===== src/rtl/fdc_host_pkg.sv =====
package fdc_host_pkg;
  localparam int OFS_CTRL   = 0;
  localparam int OFS_CMD    = 8;
  localparam int OFS_TRACK  = 9;
  localparam int OFS_SECTOR = 10;
  localparam int OFS_DATA   = 11;

  typedef struct packed {
    logic wrCtrl;
    logic wrCmd;
    logic wrTrack;
    logic wrSector;
    logic wrData;
  } regStrobe_t;

  typedef enum logic [2:0] {
    RD_ZERO,
    RD_STATUS,
    RD_TRACK,
    RD_SECTOR,
    RD_DATA
  } rdSel_t;
endpackage


===== src/rtl/fdc_host_decode.sv =====
module fdc_host_decode
  import fdc_host_pkg::*;
#(
  parameter int ADDR_W = 4
) (
  input  logic              clk,
  input  logic              rstN,
  input  logic [ADDR_W-1:0] busAddr,
  input  logic              busWrEn,
  input  logic              busRdEn,
  output regStrobe_t        strobe,
  output rdSel_t            rdSel
);
  localparam logic [ADDR_W-1:0] A_CTRL   = ADDR_W'(OFS_CTRL);
  localparam logic [ADDR_W-1:0] A_CMD    = ADDR_W'(OFS_CMD);
  localparam logic [ADDR_W-1:0] A_TRACK  = ADDR_W'(OFS_TRACK);
  localparam logic [ADDR_W-1:0] A_SECTOR = ADDR_W'(OFS_SECTOR);
  localparam logic [ADDR_W-1:0] A_DATA   = ADDR_W'(OFS_DATA);

  always_comb begin
    strobe          = '0;
    strobe.wrCtrl   = busWrEn && (busAddr == A_CTRL);
    strobe.wrCmd    = busWrEn && (busAddr == A_CMD);
    strobe.wrTrack  = busWrEn && (busAddr == A_TRACK);
    strobe.wrSector = busWrEn && (busAddr == A_SECTOR);
    strobe.wrData   = busWrEn && (busAddr == A_DATA);
  end

  always_comb begin
    rdSel = RD_ZERO;
    if (busRdEn) begin
      unique case (busAddr)
        A_CMD:    rdSel = RD_STATUS;
        A_TRACK:  rdSel = RD_TRACK;
        A_SECTOR: rdSel = RD_SECTOR;
        A_DATA:   rdSel = RD_DATA;
        default:  rdSel = RD_ZERO;
      endcase
    end
  end

  AST_ONE_WRITE_STROBE: assert property (@(posedge clk) disable iff (!rstN)
    $onehot0(strobe));

  AST_CTRL_NEVER_READ: assert property (@(posedge clk) disable iff (!rstN)
    (busRdEn && busAddr == A_CTRL) |-> rdSel == RD_ZERO);
endmodule


===== src/rtl/fdc_host_dp.sv =====
module fdc_host_dp
  import fdc_host_pkg::*;
#(
  parameter int DATA_W = 8,
  parameter int SEL_W  = 3
) (
  input  logic              clk,
  input  logic              rstN,
  input  regStrobe_t        strobe,
  input  rdSel_t            rdSel,
  input  logic [DATA_W-1:0] busWrData,
  output logic [DATA_W-1:0] busRdData,
  input  logic [DATA_W-1:0] engStatus,
  input  logic              engTrackWe,
  input  logic [DATA_W-1:0] engTrackData,
  input  logic              engDataWe,
  input  logic [DATA_W-1:0] engDataIn,
  output logic              cmdValid,
  output logic [DATA_W-1:0] cmdByte,
  output logic [DATA_W-1:0] trackOut,
  output logic [DATA_W-1:0] sectorOut,
  output logic [DATA_W-1:0] dataOut,
  output logic              motorOn,
  output logic [SEL_W-1:0]  driveSel,
  output logic              driveChanged
);
  logic [DATA_W-1:0] ctrlReg, trackReg, sectorReg, dataReg, cmdReg;
  logic              cmdPulse, staleFlag;
  logic              selDiffers;

  assign selDiffers = busWrData[SEL_W-1:0] != ctrlReg[SEL_W-1:0];

  always_ff @(posedge clk) begin
    if (!rstN) begin
      ctrlReg   <= '0;
      trackReg  <= '0;
      sectorReg <= '0;
      dataReg   <= '0;
      cmdReg    <= '0;
      cmdPulse  <= 1'b0;
      staleFlag <= 1'b0;
    end else begin
      cmdPulse <= strobe.wrCmd;
      if (strobe.wrCmd)    cmdReg    <= busWrData;
      if (strobe.wrCtrl)   ctrlReg   <= busWrData;
      if (strobe.wrSector) sectorReg <= busWrData;
      if (strobe.wrTrack)  trackReg  <= busWrData;
      else if (engTrackWe) trackReg  <= engTrackData;
      if (strobe.wrData)   dataReg   <= busWrData;
      else if (engDataWe)  dataReg   <= engDataIn;
      if (strobe.wrTrack)                     staleFlag <= 1'b0;
      else if (strobe.wrCtrl && selDiffers)   staleFlag <= 1'b1;
    end
  end

  always_comb begin
    unique case (rdSel)
      RD_STATUS: busRdData = engStatus;
      RD_TRACK:  busRdData = trackReg;
      RD_SECTOR: busRdData = sectorReg;
      RD_DATA:   busRdData = dataReg;
      default:   busRdData = '0;
    endcase
  end

  assign cmdValid     = cmdPulse;
  assign cmdByte      = cmdReg;
  assign trackOut     = trackReg;
  assign sectorOut    = sectorReg;
  assign dataOut      = dataReg;
  assign motorOn      = |ctrlReg;
  assign driveSel     = ctrlReg[SEL_W-1:0];
  assign driveChanged = staleFlag;

  AST_MOTOR_OFF_ON_ZERO: assert property (@(posedge clk) disable iff (!rstN)
    (strobe.wrCtrl && busWrData == '0) |=> !motorOn);

  AST_MOTOR_ON_NONZERO: assert property (@(posedge clk) disable iff (!rstN)
    (strobe.wrCtrl && busWrData != '0) |=> motorOn);

  AST_SELECT_KEEPS_TRACK: assert property (@(posedge clk) disable iff (!rstN)
    (strobe.wrCtrl && !engTrackWe) |=> $stable(trackOut));

  AST_TRACK_WRITE_CLEARS: assert property (@(posedge clk) disable iff (!rstN)
    strobe.wrTrack |=> !driveChanged);

  AST_HOST_TRACK_WINS: assert property (@(posedge clk) disable iff (!rstN)
    strobe.wrTrack |=> trackOut == $past(busWrData));

  AST_HOST_DATA_WINS: assert property (@(posedge clk) disable iff (!rstN)
    strobe.wrData |=> dataOut == $past(busWrData));
endmodule


===== src/rtl/fdc_host_regs.sv =====
module fdc_host_regs
  import fdc_host_pkg::*;
#(
  parameter int ADDR_W = 4,
  parameter int DATA_W = 8,
  parameter int SEL_W  = 3
) (
  input  logic              clk,
  input  logic              rstN,
  input  logic [ADDR_W-1:0] busAddr,
  input  logic              busWrEn,
  input  logic              busRdEn,
  input  logic [DATA_W-1:0] busWrData,
  output logic [DATA_W-1:0] busRdData,
  input  logic [DATA_W-1:0] engStatus,
  input  logic              engTrackWe,
  input  logic [DATA_W-1:0] engTrackData,
  input  logic              engDataWe,
  input  logic [DATA_W-1:0] engDataIn,
  output logic              cmdValid,
  output logic [DATA_W-1:0] cmdByte,
  output logic [DATA_W-1:0] trackOut,
  output logic [DATA_W-1:0] sectorOut,
  output logic [DATA_W-1:0] dataOut,
  output logic              motorOn,
  output logic [SEL_W-1:0]  driveSel,
  output logic              driveChanged
);
  regStrobe_t strobe;
  rdSel_t     rdSel;

  fdc_host_decode #(.ADDR_W(ADDR_W)) u_decode (
    .clk(clk), .rstN(rstN), .busAddr(busAddr), .busWrEn(busWrEn),
    .busRdEn(busRdEn), .strobe(strobe), .rdSel(rdSel)
  );

  fdc_host_dp #(.DATA_W(DATA_W), .SEL_W(SEL_W)) u_dp (
    .clk(clk), .rstN(rstN), .strobe(strobe), .rdSel(rdSel),
    .busWrData(busWrData), .busRdData(busRdData), .engStatus(engStatus),
    .engTrackWe(engTrackWe), .engTrackData(engTrackData),
    .engDataWe(engDataWe), .engDataIn(engDataIn), .cmdValid(cmdValid),
    .cmdByte(cmdByte), .trackOut(trackOut), .sectorOut(sectorOut),
    .dataOut(dataOut), .motorOn(motorOn), .driveSel(driveSel),
    .driveChanged(driveChanged)
  );

  AST_CMD_PULSE_SOURCE: assert property (@(posedge clk) disable iff (!rstN)
    cmdValid |-> $past(busWrEn && busAddr == ADDR_W'(OFS_CMD)));

  AST_CMD_PULSE_BYTE: assert property (@(posedge clk) disable iff (!rstN)
    (busWrEn && busAddr == ADDR_W'(OFS_CMD)) |=> (cmdValid && cmdByte == $past(busWrData)));

  AST_STATUS_PASSTHRU: assert property (@(posedge clk) disable iff (!rstN)
    (busRdEn && busAddr == ADDR_W'(OFS_CMD)) |-> busRdData == engStatus);
endmodule


===== config.mk =====
export PLATFORM = sky130hd
export DESIGN_NAME = fdc_host_regs
export DESIGN_NICKNAME = d
export VERILOG_FILES = /design/src/rtl/fdc_host_pkg.sv /design/src/rtl/fdc_host_decode.sv /design/src/rtl/fdc_host_dp.sv /design/src/rtl/fdc_host_regs.sv
export SDC_FILE = /design/constraint.sdc
export NUM_CORES = 1
export LEC_CHECK = 0
export ABC_CLOCK_PERIOD_IN_PS = 1320
export BUFFER_PORTS_ARGS = -buffer_cell sky130_fd_sc_hd__clkbuf_2
export CAP_MARGIN = 20
export CORE_MARGIN = 5
export CORE_UTILIZATION = 35
export DETAILED_ROUTE_END_ITERATION = 7
export PLACE_DENSITY = 0.67
export SETUP_SLACK_MARGIN = 0.02
export SYNTH_ARGS = -nofsm -noshare
export SYNTH_HDL_FRONTEND = slang
export SYNTH_SLANG_ARGS = --single-unit

===== constraint.sdc =====
create_clock -name clk -period 1.32 [get_ports clk]
set_clock_uncertainty 0.1 [all_clocks]
set_input_delay 0.066 -clock clk [delete_from_list [all_inputs] [get_ports clk]]
set_output_delay 0.066 -clock clk [all_outputs]
set_load 0.05 [all_outputs]

After elaboration in Yosys (flattened, before gate mapping):

Cells that the tools add are included.
Widths: inputs -> output; s select.

* flip-flop bits (word level): 42
* output and inout port bits: 46
* word-level logic and storage cells: 35

* equality and inequality tests: 9
* mux-type cells: 7
* bitwise operators: 1
* reduce and logical (&&, ||, !) cells: 11

Operators by type and width (number)
* $mux 8: 4
* $pmux 8 s4: 1
* $eq 4x4->1 const B: 4
* $pmux 3 s4: 1
* $reduce_or 8->1: 1
* $eq 3x2->1 const B: 2
* $logic_and 1x1->1: 6
* $logic_not 4->1: 1
* $reduce_bool 2->1: 2
* $eq 3x1->1 const B: 1
* $eq 3x3->1 const B: 1
* $mux 3: 1
* $ne 3x3->1: 1
* $reduce_or 2->1: 1
* $not 1->1: 1

Depth between registers and ports, before layout:

* word-level depth: 5
* depth in mapped cells: 6
* depth with buffers taken out: 3

Cells and area by module:

Synthesis repeated with hierarchy kept, for this count alone.

* cell total of the unflattened synthesis: 228
* area, all modules: 2158.3 sq um

Modules (own cells, without submodules)
* fdc_host_dp: times used 1, cells each 214, area an instance 2069.5 sq um, seq. area each 840.8 sq um
* fdc_host_decode: times used 1, cells each 14, area an instance 88.8 sq um, seq. area each 0.0 sq um

Worst setup path after synthesis:

OpenSTA, ideal clock, no wires.

* path type: reg-to-output
* from: register u_dp.trackReg[3] (netlist: u_dp.trackOut[3])
* to: output busRdData[3]
* arrival: 1667 ps
* data required time: 1154 ps
* setup slack: -513 ps
* stages on the path, launching flop included: 3
* path buffers: 0
* path through: dfxtp_1 > mux4_2 > nor2b_1

* word-level cells in the longest chain between the ends: 1

RTL lines
* start, declared: RTL line fdc_host_dp.sv:27 `logic [DATA_W-1:0] ctrlReg, trackReg, sectorReg, dataReg, cmdReg;`
* start signal, assigned: RTL line fdc_host_dp.sv:47 `if (strobe.wrTrack) trackReg <= busWrData;`
* start signal, assigned: RTL line fdc_host_dp.sv:48 `else if (engTrackWe) trackReg <= engTrackData;`
* $pmux 8 s4: RTL line fdc_host_dp.sv:57 `unique case (rdSel)`
* end, declared: RTL line fdc_host_regs.sv:14 `output logic [DATA_W-1:0] busRdData,`

Every way passes these cells.

Worst setup path after layout:

* from: register u_dp.dataReg[7] (netlist: u_dp.dataOut[7])
* to: output busRdData[7]

* word-level cells in the longest chain between the ends: 1

RTL lines
* start, declared: RTL line fdc_host_dp.sv:27
* start signal, assigned: RTL line fdc_host_dp.sv:49 `if (strobe.wrData) dataReg <= busWrData;`
* start signal, assigned: RTL line fdc_host_dp.sv:50 `else if (engDataWe) dataReg <= engDataIn;`
* $pmux 8 s4: RTL line fdc_host_dp.sv:57

Every way passes these cells.

==> results.md <==
* FF+latch count, synth at 42
* Peak VDD IR at between 0.4 and 0.5 mV
* Sw Ratio at 0.305
* Clk root buf: clkbuf_8
* First-pass GRT wire length at ~11 mm
* CTS tree: yes
* Met3 Use GR at 0.0350
* Seq/Total Area, Yosys at 0.385
* Non-Filler Instances at approximately 420
* # Max-Cap Violations at 0
* Core Area at between 5000 and 6000 um2
* Starting Density at 0.365
* Die Wd at a little under 90 um
* Gpl congestion at 0.768
* Slew headroom at 0.792
* Minimum clock period at 1.55 ns
* Vias at roughly 2.1k
* DP Wirelength at just over 5 mm
* LEAKAGE at approximately 1.6 nW
* DRT iter0 DRCs at 85
* Worst Path Required at 1.15 ns
* Antenna violations before repair at 0
* DRT antenna net count at 0
* Most common cell after layout, fill and taps aside: clkbuf_2
* H-tree lvl count at 2
* Fmax at around 640 MHz
* Combinational share of power at 0.247
* Largest net degree at the start of global routing at 51
* Vias/cell at approximately 5.1
* Core Rows at 28
* Most frequently used flop master after synthesis: dfxtp_1
* Synth area leader: dfxtp_1
* GR peak layer: met2
* Final WS setup at -0.235 ns
* Layout area overhead at 52.8%
* Cells after synthesis at 220
* Diodes inserted at 0
* I/O pin cnt at slightly below 90
* CTS clk-pin slew, worst paths at roughly 0.09 ns
* DRC Markers at 0
* Die Span Y at 89.0 um
* Post-synth cell types at 31
* Synth area leaders: dfxtp_1 38%, mux2i_1 11%, mux4_1 6.0%
* Number of global-route vias before repair at approximately 2.2k
* Clock share of power at 0.299
* Worst-Margin Slew at ~0.31 ns
* CP max FO at 2
* IO Port Bufs at 87
* Syn avg cell area at slightly below 10 um2
* Startpoint Class: flop
* Net switching power at approximately 0.90 mW
* Final Hold Violating Endpoints at 0
* Worst-Skew Late Latency at roughly 0.29 ns
* CTS Buffer Depth at 2
* CP Capture Type: output pin
* Tcrit/Tclk final at 1.18
* Total CTS buffers at 5
* Flop pwr share at 0.454
* Pint at between 2 and 2.5 mW
* Total power at approximately 3 mW
* Total Routing Usage GR at 0.180
* Run status: finished with violations
* Multi-input combinational cell area at 1300 um2
* Met1 GRT Util at 0.237
* Final slew viol count at 0
* Fillcell total at 567
* DIE AREA at around 7900 um2
* Total number of yosys warnings at 0
* Syn nets at approximately 260
* PwrDens at around 900 nW/um2
* Dpl cells at 391
* Share of the synthesized area in the top cell type at 0.385
* TritonCTS Sinks at 42
* Class of the worst hold path: in -> reg
* Fin nets at between 300 and 400
* EDFF count, synth at 0
* Grt met2 use at 0.299
* Fraction of layout cells with a size suffix above 1 at 0.564
* Gr ovfl total at 0
* Mapped cell area at approximately 2200 um2
* CP arrival at between 1 and 1.5 ns
* Register area at ~900 um2
* Post-synthesis async set-or-reset flop share at 0
* CP Class: reg -> out
* Hold WS at around 0.042 ns
* Initial DRT Pass Iterations at 4
* RSZ-0062 raised after global routing: yes
* Failing checks: setup timing
* DRT Wirelength at ~7.0 mm
* # setup viols final at 9
* Routed wire per std cell at between 15 and 20 um
* Most frequent cells in the layout: 78 x clkbuf_2, 39 x buf_4, 27 x dfxtp_2
[through the flow]
| stage | worst slack (ns) | utilization | cell area (um2) | setup TNS (ns) |
|---|---|---|---|---|
| after global placement | -0.153 | 0.500 | 3000 | -2.24 |
| after global routing | -0.277 | 0.557 | 3340 | -2.15 |
| after CTS | -0.264 | 0.555 | 3320 | -2.03 |
| after detailed placement | -0.178 | 0.500 | 3000 | -3.00 |
| after floorplan | 0.0100 | - | 2290 | 0 |
| final | -0.235 | 0.557 | 3340 | -1.79 |
[area by class of cell]
class,count,share of cell area
multi-input cells,156,0.390
repair buffers,137,0.290
flip-flops and latches,42,0.262
well taps,75,0.0281
clock buffers,6,0.0247
clock inverters,2,0.00375
inverters,1,0.00112
[logic make-up after synthesis]
logic type,share of synthesized area
compound gates,0.158
xor+xnor,0.0120
buf+inv,0.0498
flops,0.385
mux,0.242
simple gates,0.153
[state kept, by name (all words and copies together) (netlist names)]
| signal | cells |
|---|---|
| u_dp.cmdByte | 8 |
| u_dp.trackOut | 8 |
| u_dp.dataOut | 8 |
| u_dp.ctrlReg | 8 |
| u_dp.driveChanged | 1 |
| u_dp.cmdValid | 1 |
| u_dp.sectorOut | 8 |
[critical path, stage by stage, from the launching register on]
cell and delay (ns):
dfxtp_2 0.33, mux4_2 0.47, nor2b_4 0.15, buf_8 0.14
[cell usage after synthesis (all sizes together), types with 3 or more instances]
library cell / n
dfxtp: 42
nand2: 25
mux2i: 24
o21ai: 24
nand3: 17
a21boi: 16
buf: 11
clkbuf: 10
o211a: 9
mux2: 8
mux4: 8
nor2b: 8
xnor2: 3
[timing repair]
item,CTS,global route
buffers inserted,12,0
gates cloned,0,0
endpoints found under the setup margin,9,9
hold buffers,8,0
resized for setup,22,10
pin swaps,2,2
endpoints found under the hold margin,28,0
[final timing paths]
path | start | endpoint | slack, ns | cells after the start
worst min-delay path | engTrackData[1] | u_dp.trackOut[1] | 0.04 | 4
worst max register to register | u_dp.trackOut[7] | u_dp.trackOut[7] | 0.23 | 4
worst max-delay path | u_dp.dataOut[7] | busRdData[7] | -0.23 | 3
worst min register to register | u_dp.sectorOut[0] | u_dp.sectorOut[0] | 0.37 | 2
[layer usage]
layer  part of all wire  wire length [um]
met1               0.42              2960
met4             0.0089                62
met5                  0                 0
met3              0.081               569
met2               0.49              3410
[power by group through the flow]
| stage | clock network, mW | logic [mW] | registers, mW |
|---|---|---|---|
| finish | 0.885 | 0.728 | 1.34 |
| floorplan | 0 | 0.284 | 1.51 |
| global placement | 0 | 0.651 | 1.37 |
| CTS | 0.905 | 0.727 | 1.34 |
| detailed placement | 0 | 0.659 | 1.37 |
| global route | 0.972 | 0.778 | 1.35 |
(Power assumes the default switching activity.)
